==> src/rtl/irqwt_pkg.sv <==
package irqwt_pkg;
  localparam int FLAG_W   = 3;
  localparam int IDX_WTCH = 0;
  localparam int IDX_TMR  = 1;
  localparam int IDX_EXT  = 2;
  typedef logic [FLAG_W-1:0] flags_t;
endpackage

==> src/rtl/wt_divider.sv <==
module wt_divider #(
  parameter int DIV_W     = 15,
  parameter int NMI_SHIFT = 9
) (
  input  logic clk,
  input  logic rst_n,
  input  logic tick_en,
  input  logic rate_1s,
  output logic nmi_q,
  output logic watch_evt
);
  localparam int HALF_W = DIV_W - 1;

  logic [DIV_W-1:0] cnt_q, cnt_d;
  logic             nmi_d;
  logic             half_hit, full_hit;

  always_comb begin
    half_hit  = &cnt_q[HALF_W-1:0];
    full_hit  = &cnt_q;
    cnt_d     = tick_en ? cnt_q + 1'b1 : cnt_q;
    nmi_d     = tick_en & (&cnt_q[NMI_SHIFT-1:0]);
    watch_evt = tick_en & (rate_1s ? full_hit : half_hit);
  end

  always_ff @(posedge clk or negedge rst_n) begin
    if (!rst_n) begin
      cnt_q <= '0;
      nmi_q <= 1'b0;
    end else begin
      cnt_q <= cnt_d;
      nmi_q <= nmi_d;
    end
  end
endmodule

==> src/rtl/pin_fall_detect.sv <==
module pin_fall_detect #(
  parameter int PORT_W = 8
) (
  input  logic              clk,
  input  logic              rst_n,
  input  logic [PORT_W-1:0] pins,
  input  logic [PORT_W-1:0] enable,
  output logic              fall_any
);
  logic [PORT_W-1:0] s1_q, s2_q, prev_q;
  logic [PORT_W-1:0] fall_vec;

  always_comb begin
    for (int k = 0; k < PORT_W; k++) begin
      fall_vec[k] = prev_q[k] & ~s2_q[k] & enable[k];
    end
    fall_any = |fall_vec;
  end

  always_ff @(posedge clk or negedge rst_n) begin
    if (!rst_n) begin
      s1_q   <= '1;
      s2_q   <= '1;
      prev_q <= '1;
    end else begin
      s1_q   <= pins;
      s2_q   <= s1_q;
      prev_q <= s2_q;
    end
  end
endmodule

==> src/rtl/flag_bank.sv <==
module flag_bank
  import irqwt_pkg::*;
(
  input  logic   clk,
  input  logic   rst_n,
  input  flags_t set_vec,
  input  logic   wr_en,
  input  flags_t wr_data,
  output flags_t flags
);
  flags_t flg_q, flg_d, keep_mask;

  always_comb begin
    keep_mask = wr_en ? wr_data : '1;
    for (int n = 0; n < FLAG_W; n++) begin
      flg_d[n] = set_vec[n] | (flg_q[n] & keep_mask[n]);
    end
  end

  always_ff @(posedge clk or negedge rst_n) begin
    if (!rst_n) flg_q <= '0;
    else        flg_q <= flg_d;
  end

  assign flags = flg_q;
endmodule

==> src/rtl/irq_watch_ctrl.sv <==
module irq_watch_ctrl
  import irqwt_pkg::*;
#(
  parameter int DIV_W     = 15,
  parameter int NMI_SHIFT = 9,
  parameter int PORT_W    = 8
) (
  input  logic              clk,
  input  logic              rst_n,
  input  logic              tick_32k,
  input  logic              timer_pulse,
  input  logic [PORT_W-1:0] port_pins,
  input  logic [PORT_W-1:0] wake_en,
  input  logic              rate_we,
  input  logic              rate_wdata,
  input  logic              flag_we,
  input  logic [2:0]        flag_wdata,
  output logic [7:0]        flag_rd,
  output logic              irq,
  output logic              nmi
);
  localparam int RD_W  = 8;
  localparam int PAD_W = RD_W - FLAG_W;

  logic   rate_q, rate_d;
  logic   watch_evt, ext_evt;
  flags_t set_vec, flags;

  always_comb rate_d = rate_we ? rate_wdata : rate_q;

  always_ff @(posedge clk or negedge rst_n) begin
    if (!rst_n) rate_q <= 1'b0;
    else        rate_q <= rate_d;
  end

  wt_divider #(.DIV_W(DIV_W), .NMI_SHIFT(NMI_SHIFT)) u_div (
    .clk(clk), .rst_n(rst_n), .tick_en(tick_32k), .rate_1s(rate_q),
    .nmi_q(nmi), .watch_evt(watch_evt)
  );

  pin_fall_detect #(.PORT_W(PORT_W)) u_pins (
    .clk(clk), .rst_n(rst_n), .pins(port_pins), .enable(wake_en),
    .fall_any(ext_evt)
  );

  always_comb begin
    set_vec           = '0;
    set_vec[IDX_WTCH] = watch_evt;
    set_vec[IDX_TMR]  = timer_pulse;
    set_vec[IDX_EXT]  = ext_evt;
  end

  flag_bank u_flags (
    .clk(clk), .rst_n(rst_n), .set_vec(set_vec), .wr_en(flag_we),
    .wr_data(flag_wdata), .flags(flags)
  );

  assign flag_rd = {{PAD_W{1'b0}}, flags};
  assign irq     = |flags;
endmodule

==> config.mk <==
export PLATFORM = sky130hd
export DESIGN_NAME = irq_watch_ctrl
export DESIGN_NICKNAME = d
export VERILOG_FILES = /design/src/rtl/irqwt_pkg.sv /design/src/rtl/wt_divider.sv /design/src/rtl/pin_fall_detect.sv /design/src/rtl/flag_bank.sv /design/src/rtl/irq_watch_ctrl.sv
export SDC_FILE = /design/constraint.sdc
export NUM_CORES = 1
export LEC_CHECK = 0
export CAP_MARGIN = 20
export CELL_PAD_IN_SITES_DETAIL_PLACEMENT = 2
export CELL_PAD_IN_SITES_GLOBAL_PLACEMENT = 2
export CORE_UTILIZATION = 36
export CTS_BUF_LIST = sky130_fd_sc_hd__clkbuf_4
export CTS_CLUSTER_SIZE = 40
export DETAILED_ROUTE_END_ITERATION = 6
export MAX_ROUTING_LAYER = met4
export PLACE_DENSITY = 0.85
export SYNTH_ARGS = -nofsm -noshare
export SYNTH_HDL_FRONTEND = slang
export SYNTH_HIERARCHICAL = 1
export SYNTH_SLANG_ARGS = --single-unit
==> constraint.sdc <==
create_clock -name clk -period 1.78 [get_ports clk]
set_clock_uncertainty 0.1 [all_clocks]
set_input_delay 0.178 -clock clk [delete_from_list [all_inputs] [get_ports clk]]
set_output_delay 0.178 -clock clk [all_outputs]
set_load 0.01 [all_outputs]
==> flow_summary_export.csv, run 1 <==
group,metric,value,unit
status,outcome,"finished, final reports clean",
placement,gp_congestion,0.777,
clock_tree,cts_max_level,2,
drt,first_pass_iters,6,
layout,layout.nets,185,
clock_tree,cts_tree,"yes",
yosys,synthTopCellsByArea,"dfstp_2 (37%), dfrtp_1 (29%), xor2_1 (3.6%)",
worst_setup_path,crit_fanout,3,
drt,vias,1023,
floorplan,chipHeight,70.9,um
yosys,synth_largest_area_cell,"dfstp_2",
floorplan,dieArea,5020,um^2
sta,slew_headroom,0.607,
yosys,synth.distinct_cells,25,
sta,period_share,0.952,
global_route,antenna_found_initial,0,
global_route,busiest_layer,"met2",
drt,drtAntennaViolNets,0,
clock_tree,path_clk_slew,130,ps
drt,drt-vias-per-instance,4.87,
yosys,ys.flop_type,"dfstp_2",
run,maxCapViolCount,0,
drt,drt_iter0_drc,45,
layout,n_antenna_cell,0,
worst_setup_path,worst_setup_path_start_kind,"flop",
drt,wl_per_cell,16.3,um
yosys,yosys_warnings,6,
power,leakage,0.909,nW
min_path,hold_class,"input pin to flop",
clock_tree,root_buffer,"clkbuf_4",
floorplan,die_x,70.9,um
power,power.density,1040,nW/um^2
global_route,grt_pass1_wl,5860,um
sta,slew_viol_final,0,
yosys,synthArstFlopShare,1.00,
worst_setup_path,critPathKind,"flop to output port",
floorplan,rows,24,
clock_tree,cts_sinks,44,
drt,routed_wl,3430,um
yosys,yosys.area.top_type_share,0.370,
global_route,grt_usage,0.161,
floorplan,start_util,0.384,
sta,finalHoldViolations,0,
yosys,synth_edf_count,0,
floorplan,io_pins,36,
placement,pre_cts_ws,-30.1,ps
global_route,grtUsageMet2,0.284,
power,ir_worst_vdd,0.444,mV
sta,finalCriticalPeriod,1690,ps
floorplan,core,4440,um^2
yosys,ys_seq_area_frac,0.663,
drt,drc,0,
yosys,synth.avg_cell_area,14.5,um^2
yosys,netlist_instances,118,
clock_tree,clk-insertion-delay-late,350,ps
placement,io_buffers,30,
layout,area_growth,26.2,%
layout,final_layout_size_suffix_gt1_frac,0.316,
yosys,ys_ff_latch,44,
clock_tree,cts_buffer_depth,2,
sta,setup_viol,0,
placement,place_hpwl,2680,um
global_route,grt_max_degree,29,
global_route,grt_util_met1,0.178,
worst_setup_path,crit_arrival,1420,ps
global_route,grtUsageMet3,0.0370,
sta,fin_ws,85.4,ps
sta,max_clock_freq,590,MHz
global_route,grt_pass1_vias,1193,
layout,utilization,0.485,
global_route,overflow,0,
yosys,mappedNetlistArea,1710,um^2
worst_setup_path,reg2reg_slack,120,ps
sta,grt_setup_unrepaired,"false",
clock_tree,cts_buffers,5,
sta,worst_pin_slew,589,ps
worst_setup_path,endpoint_kind,"output port",
sta,fin_tns_setup,0,ps
worst_setup_path,required,1500,ps
==> sequential cells by signal, summed over array words and instances, names as in the netlist <==
signal         flops
rate_q             1
u_div/cnt_q       15
u_div/nmi_q        1
u_flags/flags      3
u_pins/prev_q      8
u_pins/s1_q        8
u_pins/s2_q        8
==> stage by stage <==
| stage | hold slack (ps) | std cells | total power, W | area (um^2) |
|---|---|---|---|---|
| floorplan | -218 | 122 | 0.00149 | 1720 |
| global placement | 107 | 201 | 0.00160 | 2060 |
| detailed placement | 112 | 201 | 0.00165 | 2060 |
| CTS | 99.8 | 210 | 0.00227 | 2150 |
| global route | 107 | 210 | 0.00236 | 2150 |
| finish | 122 | 210 | 0.00224 | 2150 |
==> worst max-delay path: stages (launching register included) <==
cell           delay [ps]
dfrtp_1               420
or3_1                 370
dlygate4sd2_1         290
==> per-layer routing <==
metal,share of wire,vias up
li1,-,462
met1,0.40,524
met3,0.041,7
met5,0,-
met4,0.020,0
met2,0.54,30
==> kinds of logic (layout without fill, tap and decap cells) <==
group | Yosys count | in the layout | share of synthesized area
buffers and inverters | 9 | 45 | 0.0315
xor gates and xnor gates | 13 | 13 | 0.0667
muxes | 3 | 3 | 0.0198
other | 1 | 5 | 0.00220
and+or+nand+nor | 38 | 38 | 0.170
AOI/OAI and AO/OA | 8 | 8 | 0.0323
DFF | 44 | 44 | 0.663
adders and majority gates | 2 | 2 | 0.0147
==> power breakdown <==
group / internal (W) / switching [W] / leakage [nW]
sequential: 0.00114 / 0.000155 / 0.493
clock: 0.000294 / 0.000313 / 0.0455
combinational: 0.000175 / 0.000162 / 0.371
==> path summary, 6_finish.rpt <==
kind	startpoint	end	depth (start not counted)
worst max-delay path	u_flags/flags[1]	irq	2
worst min-delay path	port_pins[2]	u_pins/s1_q[2]	1
worst max register to register	u_div/cnt_q[1]	u_div/cnt_q[8]	5
worst min register to register	u_pins/s1_q[2]	u_pins/s2_q[2]	0
max in group asynchronous	rst_n	u_pins/s2_q[7]	3
min in group asynchronous	rst_n	u_div/cnt_q[13]	2
==> cell usage in the layout, fill, tap and decap left out, types with 4 or more instances in the layout <==
master and count:
xnor2_1 6, xor2_1 7, nand2_1 13, clkdlybuf4s50_1 28
dfrtp_1 19, clkbuf_4 5, o22ai_1 4, conb_1 5
nor2_1 5, dfstp_2 24
==> cell type report <==
type	instances	area, um^2
clock buffers	5	37.5
clock inverters	3	41.3
fillers	424	2290
inverters	3	11.3
multi-input cells	69	539
flip-flops and latches	44	1130
well taps	52	65.1
repair buffers	34	327
==> repair_timing <==
action | in CTS | in global routing
gates cloned | 0 | 0
setup endpoints to repair | 1 | 2
endpoints found under the hold margin | 9 | 0
setup buffers | 0 | 0
gates resized for setup | 1 | 2
hold buffers | 1 | 0
==> synth_stat cells (2+ instances only) <==
library cell  number
nand3_4            2
a21o_1             3
nand2_1           13
xor2_1             7
mux2_2             3
o22ai_1            4
nand4_1            3
ha_1               2
dfrtp_1           20
dfstp_2           24
nand2b_1           3
xnor2_1            6
nor2_1             5
nor4_2             3
nor3_1             2
buf_4              5
inv_1              3
nor4_4             2
nand4_4            2
Note: power is estimated with default switching activity, not from simulation.
==> inputs of run 2 (changes only) <==
--- a/config.mk
+++ b/config.mk
@@ -5,6 +5,7 @@
 export SDC_FILE = /design/constraint.sdc
 export NUM_CORES = 1
 export LEC_CHECK = 0
+export ABC_CLOCK_PERIOD_IN_PS = 1780
 export CAP_MARGIN = 20
 export CELL_PAD_IN_SITES_DETAIL_PLACEMENT = 2
 export CELL_PAD_IN_SITES_GLOBAL_PLACEMENT = 2
==> results of run 2 <==
Same layout as run 1: the final DEF is identical, and so are final timing and power.
==> inputs of run 3 (changes only) <==
--- a/config.mk
+++ b/config.mk
@@ -14,7 +14,7 @@
 export CTS_CLUSTER_SIZE = 40
 export DETAILED_ROUTE_END_ITERATION = 6
 export MAX_ROUTING_LAYER = met4
-export PLACE_DENSITY = 0.85
+export PLACE_DENSITY_LB_ADDON = 0.08
 export SYNTH_ARGS = -nofsm -noshare
 export SYNTH_HDL_FRONTEND = slang
 export SYNTH_HIERARCHICAL = 1
==> flow_summary_export.csv, run 3 (synthesis gave the netlist of run 1 again) <==
group,metric,value,unit
global_route,grt_pass1_vias,1138,
sta,finalHoldViolations,0,
power,ir_worst_vdd,0.663,mV
sta,fin_ws,72.3,ps
layout,post-route-cell-area,2150,um^2
worst_setup_path,reg2reg_slack,100,ps
sta,finalCriticalPeriod,1710,ps
layout,final_common_cell,"clkdlybuf4s50_1",
global_route,grt_max_degree,45,
placement,io_buffers,30,
drt,drtAntennaViolNets,0,
drt,wl_per_cell,14.2,um
layout,layout_common_cells,"clkdlybuf4s50_1 (28), dfstp_2 (24), dfrtp_1 (20), nand2_1 (13), xor2_1 (7)",
clock_tree,clk-insertion-delay-late,350,ps
clock_tree,root_buffer,"clkbuf_4",
worst_setup_path,r2r_cells,5,
worst_setup_path,worst_setup_path_start_kind,"flop",
clock_tree,path_clk_slew,140,ps
worst_setup_path,crit_arrival,1430,ps
global_route,overflow,0,
worst_setup_path,required,1500,ps
sta,slew_viol_final,0,
clock_tree,cts_tree,"yes",
global_route,antenna_found_initial,0,
power,leakage,0.909,nW
drt,first_pass_iters,6,
placement,place_hpwl,2250,um
floorplan,start_util,0.384,
placement,pre_cts_ws,27.5,ps
drt,vias,1014,
placement,place_area,2080,um^2
floorplan,core,4440,um^2
layout,final_layout_size_suffix_gt1_frac,0.314,
worst_setup_path,setup.worst_path.end,"irq",
sta,grt_setup_unrepaired,"false",
sta,fin_tns_setup,0,ps
clock_tree,cts_buffer_depth,2,
layout,n_antenna_cell,0,
power,power.density,983,nW/um^2
worst_setup_path,critPathKind,"flop to output port",
worst_setup_path,endpoint_kind,"output port",
sta,hold_ws,116,ps
global_route,grt_pass1_wl,5400,um
run,maxCapViolCount,0,
min_path,hold_class,"input pin to flop",
layout,area_growth,26.0,%
drt,routed_wl,3000,um
floorplan,rows,24,
sta,period_share,0.959,
power,power,0.00211,W
drt,drc,0,
clock_tree,cts_buffers,5,
min_path,holdPathStages,1,
worst_setup_path,rr_startpoint,"u_div/cnt_q[1]",
status,outcome,"finished, final reports clean",
sta,max_clock_freq,586,MHz
clock_tree,postCtsSetupRepairBufs,0,
layout,top_register,"u_div/cnt_q",
placement,gp_congestion,0.673,
layout,nFillCells,449,
drt,drt-vias-per-instance,4.81,
floorplan,io_pins,36,
sta,setup_viol,0,
layout,layout.nets,186,
worst_setup_path,crit_fanout,3,
clock_tree,cts_sinks,44,
floorplan,die_x,70.9,um
floorplan,dieArea,5020,um^2
worst_setup_path,setup.worst_path.start,"u_flags/flags[1]",
drt,drt_iter0_drc,35,
clock_tree,cts_max_level,2,
worst_setup_path,r2r_end,"u_div/cnt_q[8]",
global_route,grt_usage,0.147,
layout,largest_reg_flops,15,
floorplan,chipHeight,70.9,um
-- run 3: changes by cell type in the layout (fill, tap and decap cells not counted) --
cell,previous run,this run
buf_12,0,1
bufinv_16,1,0
clkinv_2,1,2
clkinv_4,0,1
dfrtp_1,19,20
dfrtp_2,1,0
inv_4,1,0
-- run 3: area by class of cell --
class | count | area [um^2] | area share
Clock inverter | 3 | 18.8 | 0.00873
Clock buffer | 5 | 37.5 | 0.0175
Timing Repair Buffer | 35 | 347 | 0.161
Multi-Input combinational cell | 69 | 539 | 0.251
Sequential cell | 44 | 1130 | 0.526
Inverter | 3 | 11.3 | 0.00524
Tap cell | 52 | 65.1 | 0.0303
-- run 3: per-stage QoR --
stage | utilization | cells
after CTS | 0.483 | 211
after global routing | 0.484 | 211
after floorplan | - | 122
after global placement | 0.468 | 202
after detailed placement | 0.468 | 202
final | 0.484 | 211
-- run 3: routing by layer --
metal	track usage	vias to the layer above	part of all wire
met5	-	-	0
met4	0.0600	0	0.020
met3	0.0413	8	0.054
met2	0.244	31	0.50
met1	0.168	506	0.42
li1	-	469	-
-- run 3: repair_timing --
action	CTS	global route
gates resized for setup	1	1
hold buffers	1	0
endpoints found under the setup margin	1	1
endpoints found under the hold margin	44	0
-- run 3: critical path, cell delays in order (launching register included) --
cell and delay [ps]:
dfrtp_1 420, or3_1 370, dlygate4sd2_1 290
-- run 3: how the worst min path moves through the flow --
stage                       startpoint               end
after CTS                 port_pins[5]    u_pins/s1_q[5]
final                     port_pins[1]    u_pins/s1_q[1]
after global routing      port_pins[1]    u_pins/s1_q[1]
after detailed placement         rst_n  u_flags/flags[1]
after floorplan                  rst_n            rate_q
after global placement           rst_n  u_flags/flags[2]
-- run 3: power by group --
part	leakage (nW)	internal (W)	total, W	switching (W)
clock network	0.0349	0.000152	0.000473	0.000321
logic	0.381	0.000191	0.000361	0.000170
registers	0.494	0.00114	0.00128	0.000141
total	0.909	0.00148	0.00211	0.000631
